File: config.mk
export PLATFORM = sky130hd
export DESIGN_NAME = irq_status_ctrl
export DESIGN_NICKNAME = d
export VERILOG_FILES = /design/src/rtl/irq_ctl_pkg.sv /design/src/rtl/irq_xfer_fsm.sv /design/src/rtl/irq_bank.sv /design/src/rtl/irq_status_ctrl.sv
export SDC_FILE = /design/constraint.sdc
export NUM_CORES = 1
export LEC_CHECK = 0
export CAP_MARGIN = 20
export CELL_PAD_IN_SITES_DETAIL_PLACEMENT = 1
export CELL_PAD_IN_SITES_GLOBAL_PLACEMENT = 2
export CORE_ASPECT_RATIO = 0.8
export CORE_MARGIN = 3
export CORE_UTILIZATION = 27
export CTS_CLUSTER_SIZE = 24
export DETAILED_ROUTE_END_ITERATION = 10
export PLACE_DENSITY = 0.78
export SETUP_SLACK_MARGIN = 0.3
export SYNTH_ARGS = -nofsm -noshare
export SYNTH_HDL_FRONTEND = slang
export SYNTH_SLANG_ARGS = --single-unit
File: constraint.sdc
create_clock -name clk -period 1.45 [get_ports clk]
set_clock_uncertainty 0.15 [all_clocks]
set_input_delay 0.2175 -clock clk [delete_from_list [all_inputs] [get_ports clk]]
set_output_delay 0.2175 -clock clk [all_outputs]
set_load 0.005 [all_outputs]
File: src/rtl/irq_ctl_pkg.sv
package irq_ctl_pkg;

    localparam int DATA_W  = 16;
    localparam int NUM_EVT = 5;

    // Bit positions decoded by software; order of evt_i follows this list.
    localparam int EVT_POS [NUM_EVT] = '{7, 8, 9, 11, 15};

    localparam int MODE_LSB   = 14;
    localparam int GM_SLOW    = 0;
    localparam int GM_FAST    = 4;
    localparam int GM_FIFO    = 8;

    typedef enum logic [1:0] {
        XM_SLOW   = 2'b00,
        XM_MEDIUM = 2'b11,
        XM_FAST   = 2'b10
    } xfer_mode_e;

    function automatic logic [DATA_W-1:0] evt_mask_f();
        logic [DATA_W-1:0] m;
        m = '0;
        for (int i = 0; i < NUM_EVT; i++) begin
            m[EVT_POS[i]] = 1'b1;
        end
        return m;
    endfunction

    localparam logic [DATA_W-1:0] EVT_MASK = evt_mask_f();

endpackage

File: src/rtl/irq_xfer_fsm.sv
module irq_xfer_fsm
    import irq_ctl_pkg::*;
(
    input  logic       clk,
    input  logic       rst_n,
    input  logic       wr_i,
    input  logic [1:0] code_i,
    output xfer_mode_e state_o,
    output logic       fast_sel_o
);

    xfer_mode_e state_q, state_d;

    always_ff @(posedge clk) begin
        if (!rst_n) state_q <= XM_SLOW;
        else        state_q <= state_d;
    end

    always_comb begin
        state_d = state_q;
        if (wr_i) begin
            unique case (code_i)
                2'b00:   state_d = XM_SLOW;
                2'b11:   state_d = XM_MEDIUM;
                2'b10:   state_d = XM_FAST;
                default: state_d = state_q;
            endcase
        end
    end

    always_comb begin
        state_o = state_q;
        unique case (state_q)
            XM_SLOW:   fast_sel_o = 1'b0;
            XM_MEDIUM: fast_sel_o = 1'b1;
            XM_FAST:   fast_sel_o = 1'b1;
            default:   fast_sel_o = 1'b0;
        endcase
    end

    // reserved code makes no transition
    p_reserved_hold_r8: assert property (@(posedge clk) disable iff (!rst_n)
        (wr_i && code_i == 2'b01) |=> $stable(state_q));

endmodule

File: src/rtl/irq_bank.sv
module irq_bank
    import irq_ctl_pkg::*;
(
    input  logic              clk,
    input  logic              rst_n,
    input  logic [NUM_EVT-1:0] evt_i,
    input  logic              mask_we_i,
    input  logic              clr_we_i,
    input  logic [DATA_W-1:0] wdata_i,
    output logic [DATA_W-1:0] src_o,
    output logic [DATA_W-1:0] mask_o
);

    logic [DATA_W-1:0] src_q, mask_q, set_vec, clr_vec;

    always_comb begin
        set_vec = '0;
        for (int i = 0; i < NUM_EVT; i++) begin
            set_vec[EVT_POS[i]] = evt_i[i];
        end
        clr_vec = clr_we_i ? (wdata_i & EVT_MASK) : '0;
    end

    always_ff @(posedge clk) begin
        if (!rst_n) begin
            src_q  <= '0;
            mask_q <= EVT_MASK;
        end else begin
            src_q <= (src_q & ~clr_vec) | set_vec;
            if (mask_we_i) mask_q <= wdata_i & EVT_MASK;
        end
    end

    assign src_o  = src_q;
    assign mask_o = mask_q;

    // an event always leaves its bit set, even under mask or clear
    p_latch_r4: assert property (@(posedge clk) disable iff (!rst_n)
        (set_vec != '0) |=> ((src_q & $past(set_vec)) == $past(set_vec)));

    // cleared bits without a racing event read 0 afterwards
    p_clear_r5: assert property (@(posedge clk) disable iff (!rst_n)
        ((clr_vec & ~set_vec) != '0) |=> ((src_q & $past(clr_vec & ~set_vec)) == '0));

endmodule

File: src/rtl/irq_status_ctrl.sv
module irq_status_ctrl
    import irq_ctl_pkg::*;
#(
    parameter int ADDR_W = 3
) (
    input  logic               clk,
    input  logic               rst_n,
    input  logic [NUM_EVT-1:0] evt_i,
    input  logic               wr_i,
    input  logic [ADDR_W-1:0]  addr_i,
    input  logic [DATA_W-1:0]  wdata_i,
    output logic [DATA_W-1:0]  rdata_o,
    output logic               irq_o
);

    localparam int NUM_BANKS = 2;
    localparam int REGS_PER_BANK = 3;
    localparam logic [ADDR_W-1:0] A_MODE = '0;

    xfer_mode_e state;
    logic       fast_sel;
    logic       gm_slow_q, gm_fast_q, gm_fifo_q;
    logic       mode_we;
    logic [DATA_W-1:0] src_w  [NUM_BANKS];
    logic [DATA_W-1:0] mask_w [NUM_BANKS];
    logic [DATA_W-1:0] mode_rd;

    assign mode_we = wr_i && (addr_i == A_MODE);

    irq_xfer_fsm u_fsm (
        .clk        (clk),
        .rst_n      (rst_n),
        .wr_i       (mode_we),
        .code_i     (wdata_i[MODE_LSB+1:MODE_LSB]),
        .state_o    (state),
        .fast_sel_o (fast_sel)
    );

    always_ff @(posedge clk) begin
        if (!rst_n) begin
            gm_slow_q <= 1'b1;
            gm_fast_q <= 1'b1;
            gm_fifo_q <= 1'b1;
        end else if (mode_we) begin
            gm_slow_q <= wdata_i[GM_SLOW];
            gm_fast_q <= wdata_i[GM_FAST];
            gm_fifo_q <= wdata_i[GM_FIFO];
        end
    end

    for (genvar g = 0; g < NUM_BANKS; g++) begin : g_bank
        localparam logic [ADDR_W-1:0] A_SRC  = ADDR_W'(1 + REGS_PER_BANK * g);
        localparam logic [ADDR_W-1:0] A_MASK = ADDR_W'(2 + REGS_PER_BANK * g);
        localparam logic [ADDR_W-1:0] A_CLR  = ADDR_W'(3 + REGS_PER_BANK * g);
        logic [NUM_EVT-1:0] bank_evt;
        assign bank_evt = (fast_sel == 1'(g)) ? evt_i : '0;

        irq_bank u_bank (
            .clk       (clk),
            .rst_n     (rst_n),
            .evt_i     (bank_evt),
            .mask_we_i (wr_i && addr_i == A_MASK),
            .clr_we_i  (wr_i && addr_i == A_CLR),
            .wdata_i   (wdata_i),
            .src_o     (src_w[g]),
            .mask_o    (mask_w[g])
        );
    end

    always_comb begin
        mode_rd = '0;
        mode_rd[MODE_LSB+1:MODE_LSB] = state;
        mode_rd[GM_SLOW] = gm_slow_q;
        mode_rd[GM_FAST] = gm_fast_q;
        mode_rd[GM_FIFO] = gm_fifo_q;
    end

    always_comb begin
        rdata_o = '0;
        if (addr_i == A_MODE) rdata_o = mode_rd;
        for (int g = 0; g < NUM_BANKS; g++) begin
            if (addr_i == ADDR_W'(1 + REGS_PER_BANK * g)) rdata_o = src_w[g];
            if (addr_i == ADDR_W'(2 + REGS_PER_BANK * g)) rdata_o = mask_w[g];
        end
    end

    always_comb begin
        if (fast_sel) irq_o = !gm_fast_q && ((src_w[1] & ~mask_w[1]) != '0);
        else          irq_o = !gm_slow_q && ((src_w[0] & ~mask_w[0]) != '0);
    end

    // the unselected medium/fast bank holds still unless cleared
    p_idle_bank_r3: assert property (@(posedge clk) disable iff (!rst_n)
        (!fast_sel && !(wr_i && addr_i == ADDR_W'(3 + REGS_PER_BANK))) |=> $stable(src_w[1]));

    // an interrupt implies an open group for the selected bank
    p_irq_gate_r7: assert property (@(posedge clk) disable iff (!rst_n)
        irq_o |-> (fast_sel ? !gm_fast_q : !gm_slow_q));

    // source bits exist only at event positions
    p_src_bits_r9: assert property (@(posedge clk) disable iff (!rst_n)
        ((src_w[0] | src_w[1]) & ~EVT_MASK) == '0);

endmodule

### After elaboration in Yosys (flattened, before gate mapping)

Index checks and enable logic that the tools add are counted.

| word-level totals | value |
|---|---|
| register bits after elaboration | 47 |
| output and inout port bits | 17 |
| logic and storage cells | 56 |

| cells by class | value |
|---|---|
| eq/ne operators | 10 |
| mux-type cells | 12 |
| bitwise operators | 10 |
| reduce and logical (&&, ||, !) cells | 16 |

Operator list:

| operator | number |
|---|---|
| 16-bit two-way mux | 7 |
| 16-bit bitwise AND | 4 |
| 16-bit inverter | 4 |
| 16-bit OR | 2 |
| 16-bit nonzero test | 2 |
| 5-bit two-way mux | 2 |
| 3-bit == test, second input constant | 3 |
| 2-bit == test, second input constant | 4 |
| 1-bit logical AND | 7 |
| 3-bit by 2-bit == test with 1-bit output, second input constant | 2 |
| 2-bit case mux with 3 select lines | 1 |
| 3-bit by 1-bit == test with 1-bit output, second input constant | 1 |
| 3-bit logical NOT | 1 |
| 3-bit nonzero test | 1 |
| 1-bit logical NOT | 2 |
| 2-bit logical NOT | 1 |
| 1-bit two-way mux | 2 |
| 2-bit AND reduction | 1 |
| 2-bit OR reduction | 1 |

### Depth between registers and ports, before layout

Gate-level depths: netlist of the first run.

| depth | value |
|---|---|
| depth after elaboration | 6 |
| gate-level depth with buffers | 6 |
| depth with buffers taken out | 4 |

### Modules after synthesis

From an unflattened synthesis of the first run, not the netlist that was laid out.

| second synthesis, totals | value |
|---|---|
| cell total of the unflattened synthesis | 301 |
| area total of the unflattened synthesis | 2,314.7 um^2 |

Modules (own cells, without submodules):

| module | instances | cells an instance | area each (um^2) |
|---|---|---|---|
| irq_status_ctrl | 1 | 172 | 1,123.6 |
| irq_bank | 2 | 60 | 554.3 |
| irq_xfer_fsm | 1 | 9 | 82.6 |

### Least setup slack after synthesis of the first run

Ideal clock, no wire load.

| timing | value |
|---|---|
| kind | input-to-output |
| from | input port addr_i[0] |
| to | output port rdata_o[11] |
| arrival time | 0.985 ns |
| data required time | 1.082 ns |
| path slack | 0.097 ns |
| cell stages on the path | 6 |
| buffers on the path | 2 |
| cells stage by stage | buf_6 -> buf_6 -> a21oi_2 -> a211oi_2 -> o21ai_0 -> a21oi_1 |

| between the ends | value |
|---|---|
| cells in the longest elaborated chain, start to end | 5 |

RTL lines:

| item | RTL line | source |
|---|---|---|
| start, declared | irq_status_ctrl.sv:10 | `input logic [ADDR_W-1:0] addr_i,` |
| 3-bit by 1-bit == test with 1-bit output | irq_status_ctrl.sv:82 | `if (addr_i == ADDR_W'(1 + REGS_PER_BANK * g)) rdata_o = src_w[g];` |
| 16-bit two-way mux | irq_status_ctrl.sv:82 |  |
| 16-bit two-way mux | irq_status_ctrl.sv:83 | `if (addr_i == ADDR_W'(2 + REGS_PER_BANK * g)) rdata_o = mask_w[g];` |
| 16-bit two-way mux | irq_status_ctrl.sv:82 |  |
| 16-bit two-way mux * | irq_status_ctrl.sv:83 |  |
| end, declared | irq_status_ctrl.sv:12 | `output logic [DATA_W-1:0] rdata_o,` |

Every way passes the cells marked *; elsewhere a longest branch is shown, timed or not.

### Worst setup path after layout of the first run

| timing | value |
|---|---|
| from | register g_bank[1].u_bank.src_q[9] |
| to | output port rdata_o[9] |

| between the ends | value |
|---|---|
| cells in the longest elaborated chain, start to end | 2 |

RTL lines:

| item | RTL line | source |
|---|---|---|
| start, declared | irq_bank.sv:14 | `logic [DATA_W-1:0] src_q, mask_q, set_vec, clr_vec;` |
| start signal, assigned | irq_bank.sv:29 | `src_q <= (src_q & ~clr_vec) \| set_vec;` |
| 16-bit two-way mux | irq_status_ctrl.sv:82 |  |
| 16-bit two-way mux | irq_status_ctrl.sv:83 |  |

No other way between the ends.

==> out/summary.txt, run 1 <==
Status -> finished, violations left
Failing checks -> setup timing
Ratio of cells with drive above 1 in the final layout -> 52.8%
Simple-Gate Fraction of Synth Area -> 22.5%
Wire length of the first global-routing pass -> 7840 um
Worst Path Required -> 1.08 ns
Crit path top cell by count -> a21oi_2
Die area -> 6160 um^2
Clock tree root driver cell -> clkbuf_8
Core area -> 4820 um^2
CTS Buffer Depth -> 2
Clock transition at path regs -> 0.09 ns
Max-cap violations -> 0
Drt total wl -> 4940 um
DR vias -> 1,412
Syn-to-layout area delta -> 64.4%
Total grt overflow -> 0
Hpwl dp -> 3350 um
Hold Fails Final Rpt -> 0
Post-Syn Area per Cell -> 8.85 um^2
Worst-skew pair later-pin latency -> 0.27 ns
Final Max Tran Viols -> 0
Pin count of the biggest net entering global routing -> 26
Multiplexer share of the synthesized area -> 12.4%
FP Rows -> 22
Post-DRT Antenna Nets -> 0
I/O pin cnt -> 44
Num CTS Buffers -> 3
CTS tree -> yes
FILL cells -> 552
Highest clock rate -> 580 MHz
# diodes -> 0
Final Setup Violations -> 6
Static Leak -> 0.944 nW
Synth unique cells -> 30
Critical Path Source Type -> flop
Worst path max stage delay -> 0.36 ns
Warnings, synthesis -> 0
#FFs+latches synth -> 25
Crit Path Max Fanout -> 2
Post-synthesis compound-gate area fraction -> 18.7%
Die height -> 70.8 um
Clk sink count -> 25
Buf+Inv Stages, Crit Path -> 1
RSZ-0062 raised after global routing -> yes
FFs w/ async S/R, synth -> 0%
Setup ws final -> -0.275 ns
Peak supply drop -> 0.000291 V
Drt first-iter violations -> 47
Non-Filler Instances -> 289
Hold Path Class -> flop to flop
Initial antenna violation count -> 0
Synth Area in Adders -> 0%
Total track usage -> 16.4%
CP arrival -> 1.36 ns
Setup TNS Final -> -1.35 ns
Final min period -> 1.73 ns
WL/cell -> 17.1 um
Initial Utilization -> 29.4%
Vias in the first global route -> 1,477
Die W -> 87.0 um
Nets -> 257
WS Path Type -> flop to output port
PortBufs -> 27
Total power -> 1.55 mW
XOR/XNOR share of the synthesized area -> 0%
Largest family of logic cells by synthesized area -> simple AND/OR/NAND/NOR gates
Commonest non-fill, non-tap cell in the layout -> buf_4
Most frequent cells in the layout -> 25 x buf_4, 18 x nand2_1, 18 x buf_6, 15 x dfxtp_1
Seq/Total Area, Yosys -> 35.3%
Ys flop type -> dfxtp_1
Dpl cells -> 268
Hold buffer count at cts -> 0
Top cell family by delay on the critical path -> compound AO/OA/AOI/OAI gates
Pwr Density -> 665 nW/um^2
Syn Inst Count -> 160
DRC Markers -> 0
Critical-path top delay cell -> dfxtp_2
Mapped Area -> 1420 um^2
Pre-antenna DRT Iters -> 4
Routability cong. -> 0.845
Worst-path cell chain -> a21oi_2 -> a211oi_4 -> o21ai_2 -> a21oi_2 -> buf_2
H-tree depth -> 1
Vias/cell -> 4.89
Final worst-path cycle share -> 119%
Post-synth EDFFs -> 0
CP endpoint kind -> output port
-- sequential cells by signal, summed over array words and instances, names as in the netlist --
signal,flops
g_bank.u_bank.src_o,10
gm_fifo_q,1
g_bank.u_bank.mask_o,10
u_fsm.state_o,2
gm_slow_q,1
gm_fast_q,1
-- worst register-to-register path: stages, from the launching register on --
cell and delay, ns:
dfxtp_2 0.35, inv_4 0.05, buf_4 0.13, buf_6 0.10
buf_6 0.10, a21oi_2 0.09, o21a_1 0.12
-- final cells by class --
class                           instances  area (um^2)  share of cell area [%]
Multi-Input combinational cell        116          941                    40.4
Timing Repair Buffer                   73          708                    30.4
Sequential cell                        25          515                    22.1
Tap cell                               60         75.1                    3.22
Clock buffer                            4         45.0                    1.93
Inverter                               11         43.8                    1.88
-- report_power, final --
| group | internal [mW] | switching, mW |
|---|---|---|
| Clock | 0.197 | 0.219 |
| Sequential | 0.708 | 0.0167 |
| Combinational | 0.226 | 0.181 |
-- metal layers --
| layer | track usage (%) | part of all wire, % | vias to the layer above |
|---|---|---|---|
| li1 | - | - | 673 |
| met5 | 0 | 0 | - |
| met1 | 20.6 | 43 | 692 |
| met2 | 26.7 | 49 | 35 |
| met4 | 7.27 | 3.1 | 0 |
| met3 | 3.49 | 4.6 | 12 |
-- synth_stat cells, types with 3 or more instances --
cell type	instances	area share, %
inv_1	11	2.9
nor2b_1	16	7.1
buf_4	10	5.3
a22oi_1	3	1.6
and2_1	3	1.3
a21oi_1	16	5.7
nand2_1	22	5.8
a21oi_2	3	1.9
nor3_1	3	1.1
a211oi_2	3	2.7
o21ai_0	5	1.8
o22ai_1	4	1.8
dfxtp_1	25	35
o32ai_1	3	1.9
mux2i_1	13	9.2
-- worst paths after layout --
check	start	end	slack (ns)	depth (start not counted)
worst max-delay path	g_bank[1].u_bank.src_o[9]	rdata_o[9]	-0.28	5
worst min-delay path	gm_fifo_q	gm_fifo_q	0.34	2
worst max register to register	g_bank[0].u_bank.src_o[9]	g_bank[0].u_bank.src_o[9]	0.31	6
worst min register to register	gm_fifo_q	gm_fifo_q	0.34	2
-- timing repair --
item                                    in CTS  in global routing
gates resized for setup                    102                 24
pin swaps                                   26                 17
endpoints found under the setup margin      34                 26
cloned                                       1                  0
buffers inserted                            12                  4
-- per-stage QoR --
stage,setup WS (ns),cell area (um^2),hold slack (ns),util [%]
after floorplan,0.150,1470,0.188,-
after global routing,-0.335,2330,0.370,48.3
final,-0.275,2330,0.342,48.3
after global placement,-0.870,1930,0.309,40.2
after detailed placement,-0.929,1930,0.323,40.2
after CTS,-0.286,2210,0.337,46.0
-- logic make-up after synthesis --
family          count (synthesis)
simple gates                   53
compound gates                 40
buf+inv                        26
flops                          25
mux                            15
other cells                     1
(Power assumes the default switching activity.)
==> run 2, diff against run 1 <==
- CORE_UTILIZATION: 27 -> 35
- CTS_CLUSTER_DIAMETER: default -> 40
- DONT_BUFFER_PORTS: default -> 1
- PLACE_DENSITY: 0.78 -> default
- PLACE_DENSITY_LB_ADDON: default -> 0.1
==> run 2 against run 1 <==
The flow finishes with violations (hold timing, setup timing). Via count shrank 19%. First-iteration DRC count grew 6.4%. Utilization shrank 4.1 points. Cell area shrank 27%. Sequential power is essentially flat. Maximum frequency grew 8.6%. Worst hold slack lost 0.35 ns. Combinational power shrank 52%. Register-to-register slack gained 0.10 ns. Global-route usage shrank 0.56 points. Power shrank 13%. Count of clock-buffer cells in the layout shrank 1. Highest routed layer unchanged.
==> out/summary.txt, run 2 (synthesized netlist as in run 1, its figures left out) <==
Status -> finished, violations left
Failing checks -> hold timing, setup timing
WL/cell -> 16.5 um
Syn-to-layout area delta -> 20.2%
RSZ-0062 raised after global routing -> yes
Worst-skew pair later-pin latency -> 0.27 ns
Vias/cell -> 5.00
H-tree depth -> 1
CTS tree -> yes
DR vias -> 1,140
Die area -> 4850 um^2
DRC Markers -> 0
CP endpoint kind -> output port
Hold depth -> 3
Drt total wl -> 3760 um
Critical Path Source Type -> flop
Clock transition at path regs -> 0.09 ns
Post-DRT Antenna Nets -> 0
Wire length of the first global-routing pass -> 6010 um
Static Leak -> 0.615 nW
PortBufs -> 0
Nets -> 201
Vias in the first global route -> 1,147
Total track usage -> 15.8%
Total grt overflow -> 0
Clock Power Share -> 31.1%
# diodes -> 0
R2R depth -> 4
Total internal power -> 1.00 mW
WS Path Type -> flop to output port
Placed inst area -> 1420 um^2
CTS Buffer Depth -> 2
Max-cap violations -> 0
Final min period -> 1.59 ns
Fin util -> 44.2%
Routability cong. -> 0.792
Hold buffer count at cts -> 14
Highest clock rate -> 629 MHz
FILL cells -> 456
Pre-antenna DRT Iters -> 4
Power share of the sequential group -> 54.1%
I/O pin cnt -> 44
Drt first-iter violations -> 50
Sw Ratio -> 25.1%
Cell area after layout -> 1700 um^2
Logic pwr share -> 14.7%
Final Setup Violations -> 6
Area of the multi-input gates -> 865 um^2
Num CTS Buffers -> 3
Final worst-path cycle share -> 110%
Initial Utilization -> 36.8%
Hold Fails Final Rpt -> 1
Clk sink count -> 25
Die W -> 77.1 um
Total power -> 1.34 mW
Commonest non-fill, non-tap cell in the layout -> nand2_1
Core area -> 3850 um^2
Pwr Density -> 786 nW/um^2
Crit Path Max Fanout -> 3
Peak supply drop -> 0.000657 V
Worst Path Required -> 1.08 ns
Initial antenna violation count -> 0
Ratio of cells with drive above 1 in the final layout -> 32.9%
Hold Path Class -> input port to flop
Most frequent cells in the layout -> 22 x nand2_1, 15 x nor2b_1
Setup ws final -> -0.139 ns
Clock tree root driver cell -> clkbuf_8
Pin count of the biggest net entering global routing -> 26
Final Max Tran Viols -> 0
Seq. cell area -> 520 um^2
Hpwl dp -> 2720 um
FP Rows -> 20
Die height -> 62.9 um
CP arrival -> 1.22 ns
Worst hold slack -> -0.00371 ns
NetSw -> 336 uW
==> run 2: changes by cell type in the layout (fill, tap and decap cells not counted), sizes merged <==
cell / previous run / this run
buf: 59 / 3
clkinv: 0 / 1
clkdlybuf4s50: 14 / 0
dlygate4sd3: 0 / 13
==> run 2: cell type report <==
type                    count  area share [%]
multi-input cells         116            50.8
flip-flops and latches     25            30.6
repair buffers             17            9.48
well taps                  55            4.04
clock buffers               3            2.42
inverters                  11            2.42
clock inverters             1           0.294
==> run 2: worst paths after layout <==
| check | start | end | slack (ns) |
|---|---|---|---|
| max | g_bank[1].u_bank.src_o[15] | rdata_o[15] | -0.14 |
| max reg2reg | u_fsm.state_o[1] | g_bank[0].u_bank.src_o[11] | 0.41 |
| min | addr_i[1] | u_fsm.state_o[1] | -0.004 |
| min reg2reg | u_fsm.state_o[0] | u_fsm.state_o[0] | 0.33 |
==> run 2: power groups by stage <==
| stage | Combinational, mW | Clock, mW | Sequential (mW) |
|---|---|---|---|
| floorplan | 0.169 | 0 | 0.733 |
| global placement | 0.137 | 0 | 0.737 |
| detailed placement | 0.140 | 0 | 0.738 |
| CTS | 0.196 | 0.439 | 0.725 |
| global route | 0.216 | 0.468 | 0.728 |
| finish | 0.197 | 0.417 | 0.725 |
==> run 2: per-stage QoR <==
| stage | worst slack, ns | std cells | setup TNS [ns] |
|---|---|---|---|
| detailed placement | 0.100 | 208 | 0 |
| CTS | -0.157 | 228 | -1.57 |
| finish | -0.139 | 228 | -0.524 |
| global placement | 0.112 | 208 | 0 |
| global route | -0.214 | 228 | -1.01 |
| floorplan | 0.150 | 167 | 0 |
==> run 2: layer usage <==
layer	routed length (um)	up-vias	part of all wire [%]	track usage, %
met2	1550	28	41	22.6
met4	18	0	0.48	4.00
li1	-	564	-	-
met1	1980	546	53	23.2
met5	0	-	0	0
met3	206	2	5.5	4.32
==> run 2: worst max-delay path, stage by stage, from the launching register on <==
cell and delay, ns:
dfxtp_2 0.34, mux4_2 0.48, inv_2 0.07, o32ai_2 0.07
==> run 2: timing repair <==
action / 4_1_cts / 5_1_grt
gates resized for setup: 21 / 15
pin swaps: 8 / 8
setup buffers: 2 / 0
endpoints found under the hold margin: 25 / 1
endpoints found under the setup margin: 8 / 34
